==> config.mk <==
export PLATFORM = sky130hd
export DESIGN_NAME = mrb_map_rebuild
export DESIGN_NICKNAME = d
export VERILOG_FILES = /design/src/rtl/mrb_pkg.sv /design/src/rtl/mrb_rec_check.sv /design/src/rtl/mrb_map_table.sv /design/src/rtl/mrb_scan_seq.sv /design/src/rtl/mrb_map_rebuild.sv
export SDC_FILE = /design/constraint.sdc
export NUM_CORES = 1
export LEC_CHECK = 0
export BUFFER_PORTS_ARGS = -buffer_cell sky130_fd_sc_hd__buf_4
export CORE_MARGIN = 8
export CORE_UTILIZATION = 54
export DETAILED_ROUTE_END_ITERATION = 12
export PLACE_DENSITY = 0.74
export SYNTH_ARGS = -nofsm -noshare
export SYNTH_HDL_FRONTEND = slang
export SYNTH_HIERARCHICAL = 1
export SYNTH_SLANG_ARGS = --single-unit
==> constraint.sdc <==
create_clock -name clk_i -period 3.6 [get_ports clk_i]
set_input_delay 0.72 -clock clk_i [delete_from_list [all_inputs] [get_ports clk_i]]
set_output_delay 0.72 -clock clk_i [all_outputs]
set_load 0.01 [all_outputs]
==> src/rtl/mrb_pkg.sv <==
package mrb_pkg;
  typedef enum logic [1:0] {
    ABT_NONE  = 2'b00,
    ABT_FAULT = 2'b01,
    ABT_DUP   = 2'b10
  } abort_e;

  typedef enum logic [1:0] {
    ST_IDLE,
    ST_READ,
    ST_DONE
  } scan_st_e;
endpackage

==> src/rtl/mrb_rec_check.sv <==
module mrb_rec_check #(
  parameter int LOG_W = 5
) (
  input  logic [LOG_W-1:0] link_i,
  input  logic [LOG_W-1:0] link_n_i,
  input  logic             ecc_ok_i,
  input  logic             erased_i,
  output logic             empty_o,
  output logic             faulty_o
);
  // erased takes priority: its record contents are meaningless
  assign empty_o  = erased_i;
  assign faulty_o = !erased_i && (!ecc_ok_i || ((link_i ^ link_n_i) != '1));
endmodule

==> src/rtl/mrb_map_table.sv <==
module mrb_map_table #(
  parameter int NUM_LOG = 32,
  parameter int PHYS_W  = 6,
  localparam int LOG_W  = $clog2(NUM_LOG)
) (
  input  logic              clk_i,
  input  logic              rst_ni,
  input  logic              clr_i,
  input  logic              wr_en_i,
  input  logic [LOG_W-1:0]  wr_idx_i,
  input  logic [PHYS_W-1:0] wr_phys_i,
  input  logic [LOG_W-1:0]  chk_idx_i,
  output logic              chk_valid_o,
  input  logic [LOG_W-1:0]  lk_idx_i,
  output logic              lk_valid_o,
  output logic [PHYS_W-1:0] lk_phys_o
);
  logic [NUM_LOG-1:0] vld_q;
  logic [PHYS_W-1:0]  phys_q [NUM_LOG];

  for (genvar e = 0; e < NUM_LOG; e++) begin : g_ent
    always_ff @(posedge clk_i or negedge rst_ni) begin
      if (!rst_ni) begin
        vld_q[e]  <= 1'b0;
        phys_q[e] <= '0;
      end else if (clr_i) begin
        vld_q[e]  <= 1'b0;
        phys_q[e] <= '0;
      end else if (wr_en_i && wr_idx_i == LOG_W'(e)) begin
        vld_q[e]  <= 1'b1;
        phys_q[e] <= wr_phys_i;
      end
    end
  end

  assign chk_valid_o = vld_q[chk_idx_i];
  assign lk_valid_o  = vld_q[lk_idx_i];
  assign lk_phys_o   = vld_q[lk_idx_i] ? phys_q[lk_idx_i] : '0;
endmodule

==> src/rtl/mrb_scan_seq.sv <==
module mrb_scan_seq
  import mrb_pkg::*;
#(
  parameter int NUM_PHYS = 33,
  parameter int PHYS_W   = 6,
  parameter int LOG_W    = 5
) (
  input  logic              clk_i,
  input  logic              rst_ni,
  input  logic              start_i,
  input  logic [LOG_W-1:0]  start_idx_i,
  input  logic              rd_valid_i,
  input  logic              empty_i,
  input  logic              faulty_i,
  input  logic              dup_i,
  output logic              rd_req_o,
  output logic [PHYS_W-1:0] cur_o,
  output logic              wr_en_o,
  output logic              clr_o,
  output logic              done_o,
  output abort_e            code_o,
  output logic [PHYS_W-1:0] abort_page_o
);
  localparam logic [PHYS_W-1:0] LastPage = PHYS_W'(NUM_PHYS - 1);

  scan_st_e          st_q;
  logic [PHYS_W-1:0] cur_q, first_q, cur_nxt, page_q;
  abort_e            code_q;
  logic              take, fault_hit, dup_hit;

  assign cur_nxt   = (cur_q == LastPage) ? '0 : cur_q + 1'b1;
  assign take      = (st_q == ST_READ) && rd_valid_i;
  assign fault_hit = take && faulty_i;
  assign dup_hit   = take && !empty_i && !faulty_i && dup_i;
  assign wr_en_o   = take && !empty_i && !faulty_i && !dup_i;
  assign clr_o     = start_i && (st_q != ST_READ);

  always_ff @(posedge clk_i or negedge rst_ni) begin
    if (!rst_ni) begin
      st_q    <= ST_IDLE;
      cur_q   <= '0;
      first_q <= '0;
      code_q  <= ABT_NONE;
      page_q  <= '0;
    end else if (clr_o) begin
      st_q    <= ST_READ;
      cur_q   <= PHYS_W'(start_idx_i);
      first_q <= PHYS_W'(start_idx_i);
      code_q  <= ABT_NONE;
      page_q  <= '0;
    end else if (take) begin
      if (fault_hit || dup_hit) begin
        st_q   <= ST_DONE;
        code_q <= fault_hit ? ABT_FAULT : ABT_DUP;
        page_q <= cur_q;
      end else if (cur_nxt == first_q) begin
        st_q <= ST_DONE;
      end else begin
        cur_q <= cur_nxt;
      end
    end
  end

  assign rd_req_o     = (st_q == ST_READ);
  assign cur_o        = cur_q;
  assign done_o       = (st_q == ST_DONE);
  assign code_o       = code_q;
  assign abort_page_o = page_q;
endmodule

==> src/rtl/mrb_map_rebuild.sv <==
module mrb_map_rebuild
  import mrb_pkg::*;
#(
  parameter int NUM_LOG  = 32,
  parameter int NUM_PHYS = 33,
  localparam int LOG_W   = $clog2(NUM_LOG),
  localparam int PHYS_W  = $clog2(NUM_PHYS)
) (
  input  logic              clk_i,
  input  logic              rst_ni,
  input  logic              start_i,
  input  logic [LOG_W-1:0]  start_idx_i,
  output logic              rd_req_o,
  output logic [PHYS_W-1:0] rd_addr_o,
  input  logic              rd_valid_i,
  input  logic [LOG_W-1:0]  rd_link_i,
  input  logic [LOG_W-1:0]  rd_link_n_i,
  input  logic              rd_ecc_ok_i,
  input  logic              rd_erased_i,
  input  logic [LOG_W-1:0]  lkup_addr_i,
  output logic              lkup_hit_o,
  output logic [PHYS_W-1:0] lkup_phys_o,
  output logic              done_o,
  output logic              abort_o,
  output logic [1:0]        abort_code_o,
  output logic [PHYS_W-1:0] abort_page_o
);
  logic   empty, faulty, dup, wr_en, clr;
  abort_e code;

  mrb_rec_check #(.LOG_W(LOG_W)) rec_i (
    .link_i   (rd_link_i),
    .link_n_i (rd_link_n_i),
    .ecc_ok_i (rd_ecc_ok_i),
    .erased_i (rd_erased_i),
    .empty_o  (empty),
    .faulty_o (faulty)
  );

  mrb_map_table #(.NUM_LOG(NUM_LOG), .PHYS_W(PHYS_W)) tbl_i (
    .clk_i       (clk_i),
    .rst_ni      (rst_ni),
    .clr_i       (clr),
    .wr_en_i     (wr_en),
    .wr_idx_i    (rd_link_i),
    .wr_phys_i   (rd_addr_o),
    .chk_idx_i   (rd_link_i),
    .chk_valid_o (dup),
    .lk_idx_i    (lkup_addr_i),
    .lk_valid_o  (lkup_hit_o),
    .lk_phys_o   (lkup_phys_o)
  );

  mrb_scan_seq #(.NUM_PHYS(NUM_PHYS), .PHYS_W(PHYS_W), .LOG_W(LOG_W)) seq_i (
    .clk_i        (clk_i),
    .rst_ni       (rst_ni),
    .start_i      (start_i),
    .start_idx_i  (start_idx_i),
    .rd_valid_i   (rd_valid_i),
    .empty_i      (empty),
    .faulty_i     (faulty),
    .dup_i        (dup),
    .rd_req_o     (rd_req_o),
    .cur_o        (rd_addr_o),
    .wr_en_o      (wr_en),
    .clr_o        (clr),
    .done_o       (done_o),
    .code_o       (code),
    .abort_page_o (abort_page_o)
  );

  assign abort_code_o = code;
  assign abort_o      = (code != ABT_NONE);
endmodule

# Yosys cells after proc, flatten, opt, wreduce, memory -nomap -nowiden
# Cells that the tools add are included.
# totals
reg_bits	245
latchBits	0
ram_bits	0
romBits	0
in_bits	26
output_inout_bits	24
word_cells	352
n_memories	0
# classes
n_addsub	1
n_mul	0
n_div	0
order_cmp	3
n_eq_ne	39
shift	0
n_mux	152
bitwise_logic	2
n_reduce_logical	86
# ops
op	n
$mux 6	75
$eq 5x5->1 const B	16
$reduce_bool 2->1	35
$mux 1	66
$eq 5x4->1 const B	8
$logic_and 1x1->1	40
$bmux 6 s5	1
$eq 5x3->1 const B	4
$mux 2	8
$lt 5x6->1 const B	2
$bmux 1 s5	2
$eq 5x2->1 const B	2
$add 6x1->6 const B	1
$eq 6x5->1	1
$eq 6x6->1 const B	1
$ge 6x6->1 const B	1
$not 5->6	1
$eq 5x1->1 const B	1
$logic_not 5->1	1
$ne 5x5->1 const B	1
$xor 5x5->5	1
$logic_not 1->1	4
$ne 2x2->1 const B	2
$reduce_and 2->1	2
other kinds (6)	7

# Longest topological paths before layout
# Gate-level depths: netlist of run 1.
# logic_depth
word_depth	11
mapped_depth	11
mapped_depth_nobuf	9

# Cells and area by module
# Netlist of run 1, hierarchy kept.
# modules_own_cells
module	n_inst	cells_each	area_per_inst_um2	seq_area_each_um2
mrb_map_table	1	1055	11323.4	5605.4
mrb_scan_seq	1	130	1171.1	525.5
mrb_rec_check	1	8	63.8	0.0
mrb_map_rebuild	1	1	6.3	0.0

# Worst setup path after synthesis of run 1
# OpenSTA, ideal clock, no wires.
# synth_path
kind	input to register
start	in rd_link_i[0]
end	reg tbl_i/phys_q[120] in the netlist's numbering
setup_ns	0.132
t_arrival_ns	3.913
required_time_ns	3.468
setup_slack_ns	-0.445
stages	10
path_buffers	1
path_cell_list	buf_2 > mux4_2 > mux4_2 > mux2_2 > nor4_1 > nand2b_1 > nor3b_2 > nand3_1 > mux2i_1 > nor2_1
# synth_via
elab_cells_between_ends	13
cone_classes	eq/ne: 2; mux: 2; bitwise: 1; reduce/logical: 8
# synth_rtl
element	line	source
from (decl)	mrb_map_rebuild.sv:16	input logic [LOG_W-1:0] rd_link_i,
$bmux 1 s5	mrb_map_table.sv:36	assign chk_valid_o = vld_q[chk_idx_i];
$mux 1 (not written as such)	mrb_map_table.sv:36	
via dup	mrb_map_rebuild.sv:28	logic empty, faulty, dup, wr_en, clr;
$logic_not 1->1	mrb_scan_seq.sv:35	assign wr_en_o = take && !empty_i && !faulty_i && !dup_i;
$logic_and 1x1->1	mrb_scan_seq.sv:35	
via wr_en	mrb_map_rebuild.sv:28	
$logic_and 1x1->1	mrb_map_table.sv:29	end else if (wr_en_i && wr_idx_i == LOG_W'(e)) begin
$reduce_bool 2->1 (no line)	n/a	
to (signal, indexed assignment)	mrb_map_table.sv:31	phys_q[e] <= wr_phys_i;
to (decl)	mrb_map_table.sv:19	logic [PHYS_W-1:0] phys_q [NUM_LOG];
# The timed path passes the listed nets, and every way through them passes these cells. The select of a mux whose other input is x is not followed.
# A chain may end at the register's enable or synchronous reset.

# Worst setup path in the final report of run 1
# layout_path
start	in lkup_addr_i[1]
end	out lkup_phys_o[0]
# layout_via
elab_chain_len	5
elab_cells_between_ends	7
cone_classes	mux: 6; bitwise: 1
# layout_rtl
element	line	source
from (decl)	mrb_map_rebuild.sv:20	input logic [LOG_W-1:0] lkup_addr_i,
$not 5->6 (not written as such)	mrb_map_table.sv:38	assign lk_phys_o = vld_q[lk_idx_i] ? phys_q[lk_idx_i] : '0;
$bmux 6 s5	mrb_map_table.sv:38	
$mux 6 (not written as such) (2 in series)	mrb_map_table.sv:38	
$mux 6 (*)	mrb_map_table.sv:38	
to (decl)	mrb_map_rebuild.sv:22	output logic [PHYS_W-1:0] lkup_phys_o,
# Mark *: on every way between the ends. The rest lies on a longest branch, timed or not. The select of a mux whose other input is x is not followed.

==> results of run 1 <==
==> report_power, final <==
| part | switching (mW) | internal [mW] |
|---|---|---|
| logic | 1.21 | 0.606 |
| registers | 0.197 | 2.94 |
| clock network | 1.11 | 1.84 |
| total | 2.52 | 5.38 |
==> worst min path at each step <==
stage,from,to,slack (ps)
3_3_place_gp,seq_i/abort_page_o[2],seq_i/abort_page_o[2],470
4_1_cts,rst_ni,tbl_i/phys_q[143],240
5_1_grt,rst_ni,tbl_i/phys_q[137],270
6_report,rst_ni,tbl_i/phys_q[138],220
2_1_floorplan,rst_ni,seq_i/abort_page_o[0],420
3_5_place_dp,seq_i/abort_page_o[5],seq_i/abort_page_o[5],480
==> routing by layer <==
layer / track usage / vias up / wire length, um
met5: 0 / - / 0
met4: 0.0757 / 0 / 952
met3: 0.0370 / 67 / 2290
met2: 0.369 / 389 / 15500
met1: 0.333 / 4930 / 14600
li1: - / 4324 / -
==> cells by family (layout without fill, tap and decap cells) <==
kind of cell    Yosys count  after routing
flops                   245            245
simple gates            426            426
compound gates          176            176
buf+inv                 116            192
fa+ha+maj                 2              2
mux                     217            217
other cells               0              1
xor+xnor                 12             12
==> state kept, by name, summed over array words and instances (netlist names) <==
register / count
tbl_i/phys_q: 192
tbl_i/vld_q: 32
seq_i/abort_page_o: 6
seq_i/cur_o: 6
seq_i/first_q: 5
seq_i/code_o: 2
seq_i/st_q: 2
==> stage by stage <==
step / power (mW) / setup TNS [ps]
6_report: 7.90 / 0
5_1_grt: 8.23 / 0
4_1_cts: 7.94 / 0
3_5_place_dp: 4.98 / -12920
3_3_place_gp: 4.95 / -1460
2_1_floorplan: 4.29 / 0
==> layout by cell type, fill, tap and decap left out, types with 17 or more instances in the layout <==
cell type / n
dfrtp_1: 245
mux2i_1: 172
nor2_1: 171
nand2_1: 113
buf_4: 105
a21oi_1: 100
nand3_1: 77
mux4_2: 38
clkbuf_16: 27
a221oi_1: 23
buf_12: 22
o21ai_0: 17
==> final cells by class <==
type	count	area, sq um
fillers	1809	8420
flip-flops and latches	245	6130
multi-input cells	833	5950
repair buffers	128	1240
clock buffers	39	771
well taps	290	363
clock inverters	10	179
inverters	15	61.3
diodes	1	2.50
==> flow_summary.ini, run 1 <==
[outcome]
status = finished, final reports clean

[worst_setup_path]
crit_buf_inv = 3
cp_cell_sequence = buf_4, and2_1, buf_4, a221oi_1, a22oi_1, a311oi_1, buf_4
cp.depth = 7
reg2reg_slack_ps = 340
crit_type = primary input to primary output
slowest_delay_ps = 570
rr_startpoint = tbl_i/vld_q[23]
ff2ff_path_depth = 10
cp_top_family = compound AO/OA/AOI/OAI gates
cp_data_arrival_time_ps = 2760
critPathMaxFanout = 12
cpMostUsedCell = buf_4
setup.worst_path.start = lkup_addr_i[1]
crit_path_top_delay_cell = a221oi_1
cp-end-kind = primary output
crit_path_end = lkup_phys_o[0]
cp.required_ps = 2880
start_kind = primary input
rr_endpoint = tbl_i/phys_q[21]

[final_layout]
fin_util = 0.636
layout-drive-gt1-share = 0.202
stdcell_area_sq_um = 14700
synthToLayoutAreaGrowth_pct = 17.0
instances_no_fill = 1561
num-nets-final = 1278

[synth]
yosysTopAreaCellShare = 0.488
yosys.area_share.simple = 0.153
synth.distinct_cells = 58
synth.most_common_cell = dfrtp_1
yosysTopAreaCell = dfrtp_1
synthTopCellsByArea = dfrtp_1, mux2i_1, mux4_2
synth_common_cells = dfrtp_1, nor2_1, mux2i_1
synthMuxAreaShare = 0.218
synthXorXnorAreaFrac = 0.00836
synth-compound-area-share = 0.0855
yosysSeqAreaShare = 0.488
avgSynthCellArea_sq_um = 10.5
synthAdderAreaFrac = 0.00199
syn_area_sq_um = 12600
synthArstFlopShare = 1.00
syn-num-nets = 1222
synth_top_family_by_area = multiplexers
synth_edf_count = 0
synth-seq-cells = 245
ys_dominant_reg_cell = dfrtp_1
syn_inst = 1194
yosys_warnings = 6

[floorplan]
rows = 56
pin_count = 50
die_width_um = 169
fp.coreArea_sq_um = 23100
start_util = 0.543
die_area_sq_um = 28400
die_h_um = 169

[run]
max_cap_violations = 0

[detailed_routing]
drc = 0
vias_per_cell = 6.22
initialDrtViolationCount = 892
dr.pass1.iters = 5
wirelength_mm = 33.3
ant_nets = 0
vias = 9710
wl_per_cell_um = 21.3

[sta]
setup_ws_ps = 118
period_needed_ps = 3480
slew-limit-headroom = 0.479
whs_ps = 216
fin_crit_sh = 0.967
hold_viol = 0
rsz0062_at_grt = no
maxSlewViolCount = 0
finalSetupViolCount = 0
timing.fmax_mhz = 287
worst_pin_slew_ps = 782
finalClockSkew_ps = 19.4

[cts]
hold_buffers = 0
postCtsSetupRepairBufs = 0
clock_latency_ps = 530
h-tree-depth = 1
clk_pin_slew_ps = 60
clk_path_buf_depth = 3
cts_sinks = 245
cts_tree = done
clock-root-buffer = clkbuf_16
cts_resized = 0
cts_buffers = 27

[power_and_ir_drop]
p_leak_nw = 6.80
power-per-cell-area_nw_per_um2 = 537
ir_drop_mv = 0.545

[hold_path]
hp-class = primary input to async pin

[global_routing]
grt_max_degree = 117
antenna_found_initial = 1
grt_util_all_layers = 0.236
grt-ovfl-total = 0
grt_pass1_vias = 9767
grt_pass1_wl_mm = 54.3

[place]
dp_hpwl_mm = 21.9
placed_area_sq_um = 13700
dp_slack_ps = -169
port_buffers = 49
dp.cells = 1511
routabilityCongestion = 0.859
Power figures use the tool's default switching activity.
==> run 2, diff against run 1 <==
--- a/config.mk
+++ b/config.mk
@@ -9,7 +9,7 @@
 export CORE_MARGIN = 8
 export CORE_UTILIZATION = 54
 export DETAILED_ROUTE_END_ITERATION = 12
-export PLACE_DENSITY = 0.74
+export PLACE_DENSITY = 0.81
 export SYNTH_ARGS = -nofsm -noshare
 export SYNTH_HDL_FRONTEND = slang
 export SYNTH_HIERARCHICAL = 1
==> run 2 against run 1 <==
- clock skew shrank 11 ps
- combinational power is essentially flat
- total power shrank 2.0%
- sequential power is essentially flat
- routed wire length grew 1.4%
- hold slack lost 25 ps
- via count grew 2.5%
- flip-flop and latch count is the same
- cell count grew 0.45%
- global-route usage grew 0.21 points
- clock power shrank 6%
- critical path type unchanged
- critical endpoint is now lkup_phys_o[1]
==> flow_summary.ini, run 2 (same netlist as run 1, synthesis figures left out) <==
[cts]
hold_buffers = 0
cts_sinks = 245
h-tree-depth = 1
cts_tree = done
cts_buffers = 26
clk_path_buf_depth = 3
clock-root-buffer = clkbuf_16
clock_latency_ps = 530
clk_pin_slew_ps = 60

[detailed_routing]
drc = 0
vias_per_cell = 6.34
wirelength_mm = 33.8
vias = 9948
initialDrtViolationCount = 1121
dr.pass1.iters = 5
ant_nets = 0
wl_per_cell_um = 21.5

[sta]
timing.fmax_mhz = 285
fin_crit_sh = 0.976
finalSetupViolCount = 0
hold_viol = 0
period_needed_ps = 3510
whs_ps = 191
slew-limit-headroom = 0.415
maxSlewViolCount = 0
worst_pin_slew_ps = 878
rsz0062_at_grt = no
finalClockSkew_ps = 8.65

[worst_setup_path]
start_kind = primary input
ff2ff_path_depth = 9
critPathMaxFanout = 11
rr_startpoint = tbl_i/vld_q[11]
setup.worst_path.start = lkup_addr_i[1]
cp.required_ps = 2880
cp-end-kind = primary output
crit_type = primary input to primary output
cp_data_arrival_time_ps = 2790
rr_endpoint = tbl_i/phys_q[42]
reg2reg_slack_ps = 340
crit_path_end = lkup_phys_o[1]

[floorplan]
die_h_um = 169
fp.coreArea_sq_um = 23100
die_area_sq_um = 28400
rows = 56
die_width_um = 169
start_util = 0.543
pin_count = 50

[run]
max_cap_violations = 0

[outcome]
status = finished, final reports clean

[hold_path]
hp-class = primary input to async pin

[place]
routabilityCongestion = 0.863
port_buffers = 49
dp_hpwl_mm = 22.1

[final_layout]
synthToLayoutAreaGrowth_pct = 16.7
reg.largest.list = tbl_i/phys_q (192), tbl_i/vld_q (32)
fin_util = 0.634
layout-drive-gt1-share = 0.210
diodes = 0
largest_reg_flops = 192
layout_common_cells = dfrtp_1, mux2i_1, nor2_1
num-nets-final = 1286
regMostFlops = tbl_i/phys_q
num-fill-cells = 1736
final_common_cell = dfrtp_1

[power_and_ir_drop]
power-per-cell-area_nw_per_um2 = 528
ir_drop_mv = 0.732
p_leak_nw = 6.81

[global_routing]
grt-ovfl-total = 0
grt_pass1_wl_mm = 54.6
grt_max_degree = 96
grt_pass1_vias = 10126
grt_util_all_layers = 0.238
antenna_found_initial = 0
run 2: cell types whose count changed in the layout (fill, tap and decap cells not counted), moves of 2 or more:
cell,change
buf_12,-4
buf_4,+13
bufinv_16,-3
clkbuf_1,-2
clkbuf_8,+2
run 2: per-stage QoR:
step | TNS, ps | std cells | total power, mW | setup slack (ps) | instance area [sq um]
4_1_cts | 0 | 1568 | 7.75 | 79.8 | 14600
2_1_floorplan | 0 | 1194 | 4.29 | 7.67 | 12600
5_1_grt | 0 | 1568 | 8.04 | 16.0 | 14700
6_report | 0 | 1568 | 7.74 | 85.7 | 14700
3_3_place_gp | -1160 | 1520 | 4.94 | -65.5 | 13800
3_5_place_dp | -16470 | 1520 | 4.97 | -156 | 13800
run 2: worst min path at each step:
stage | startpoint | endpoint | slack [ps] | depth (start not counted)
2_1_floorplan | rst_ni | seq_i/abort_page_o[0] | 420 | 0
3_3_place_gp | seq_i/abort_page_o[3] | seq_i/abort_page_o[3] | 470 | 2
3_5_place_dp | seq_i/abort_page_o[3] | seq_i/abort_page_o[3] | 480 | 2
4_1_cts | rst_ni | tbl_i/phys_q[137] | 260 | 1
5_1_grt | rst_ni | tbl_i/phys_q[167] | 260 | 1
6_report | rst_ni | tbl_i/phys_q[164] | 190 | 1
run 2: area by class of cell:
cell class	count	area (sq um)	area share
multi-input combinational	833	5960	0.406
timing repair buffer	137	1260	0.0860
clock buffer	39	791	0.0539
sequential	245	6130	0.418
tap	290	363	0.0247
clock inverter	9	101	0.00691
inverter	15	61.3	0.00418
run 2: power by group:
group | total [mW] | switching [mW] | internal (mW)
clock | 2.76 | 1.10 | 1.66
combinational | 1.84 | 1.24 | 0.608
sequential | 3.13 | 0.197 | 2.94
total | 7.74 | 2.54 | 5.20
run 2: worst max-delay path, stage by stage:
cell and delay (ps):
buf_4 200, mux4_1 610, mux4_2 530, mux2i_4 290, a311oi_1 130, buf_4 170, buf_4 130
run 2: what timing repair did:
item                       4_1_cts  5_1_grt
resized for setup                0        3
buffers inserted                 0        0
setup endpoints to repair        0        2
run 2: layer usage:
layer	global-route usage	vias up	share of wire
met5	0	-	0
met4	0.0699	0	0.026
met3	0.0431	88	0.081
met2	0.389	506	0.48
met1	0.322	5008	0.41
li1	-	4346	-
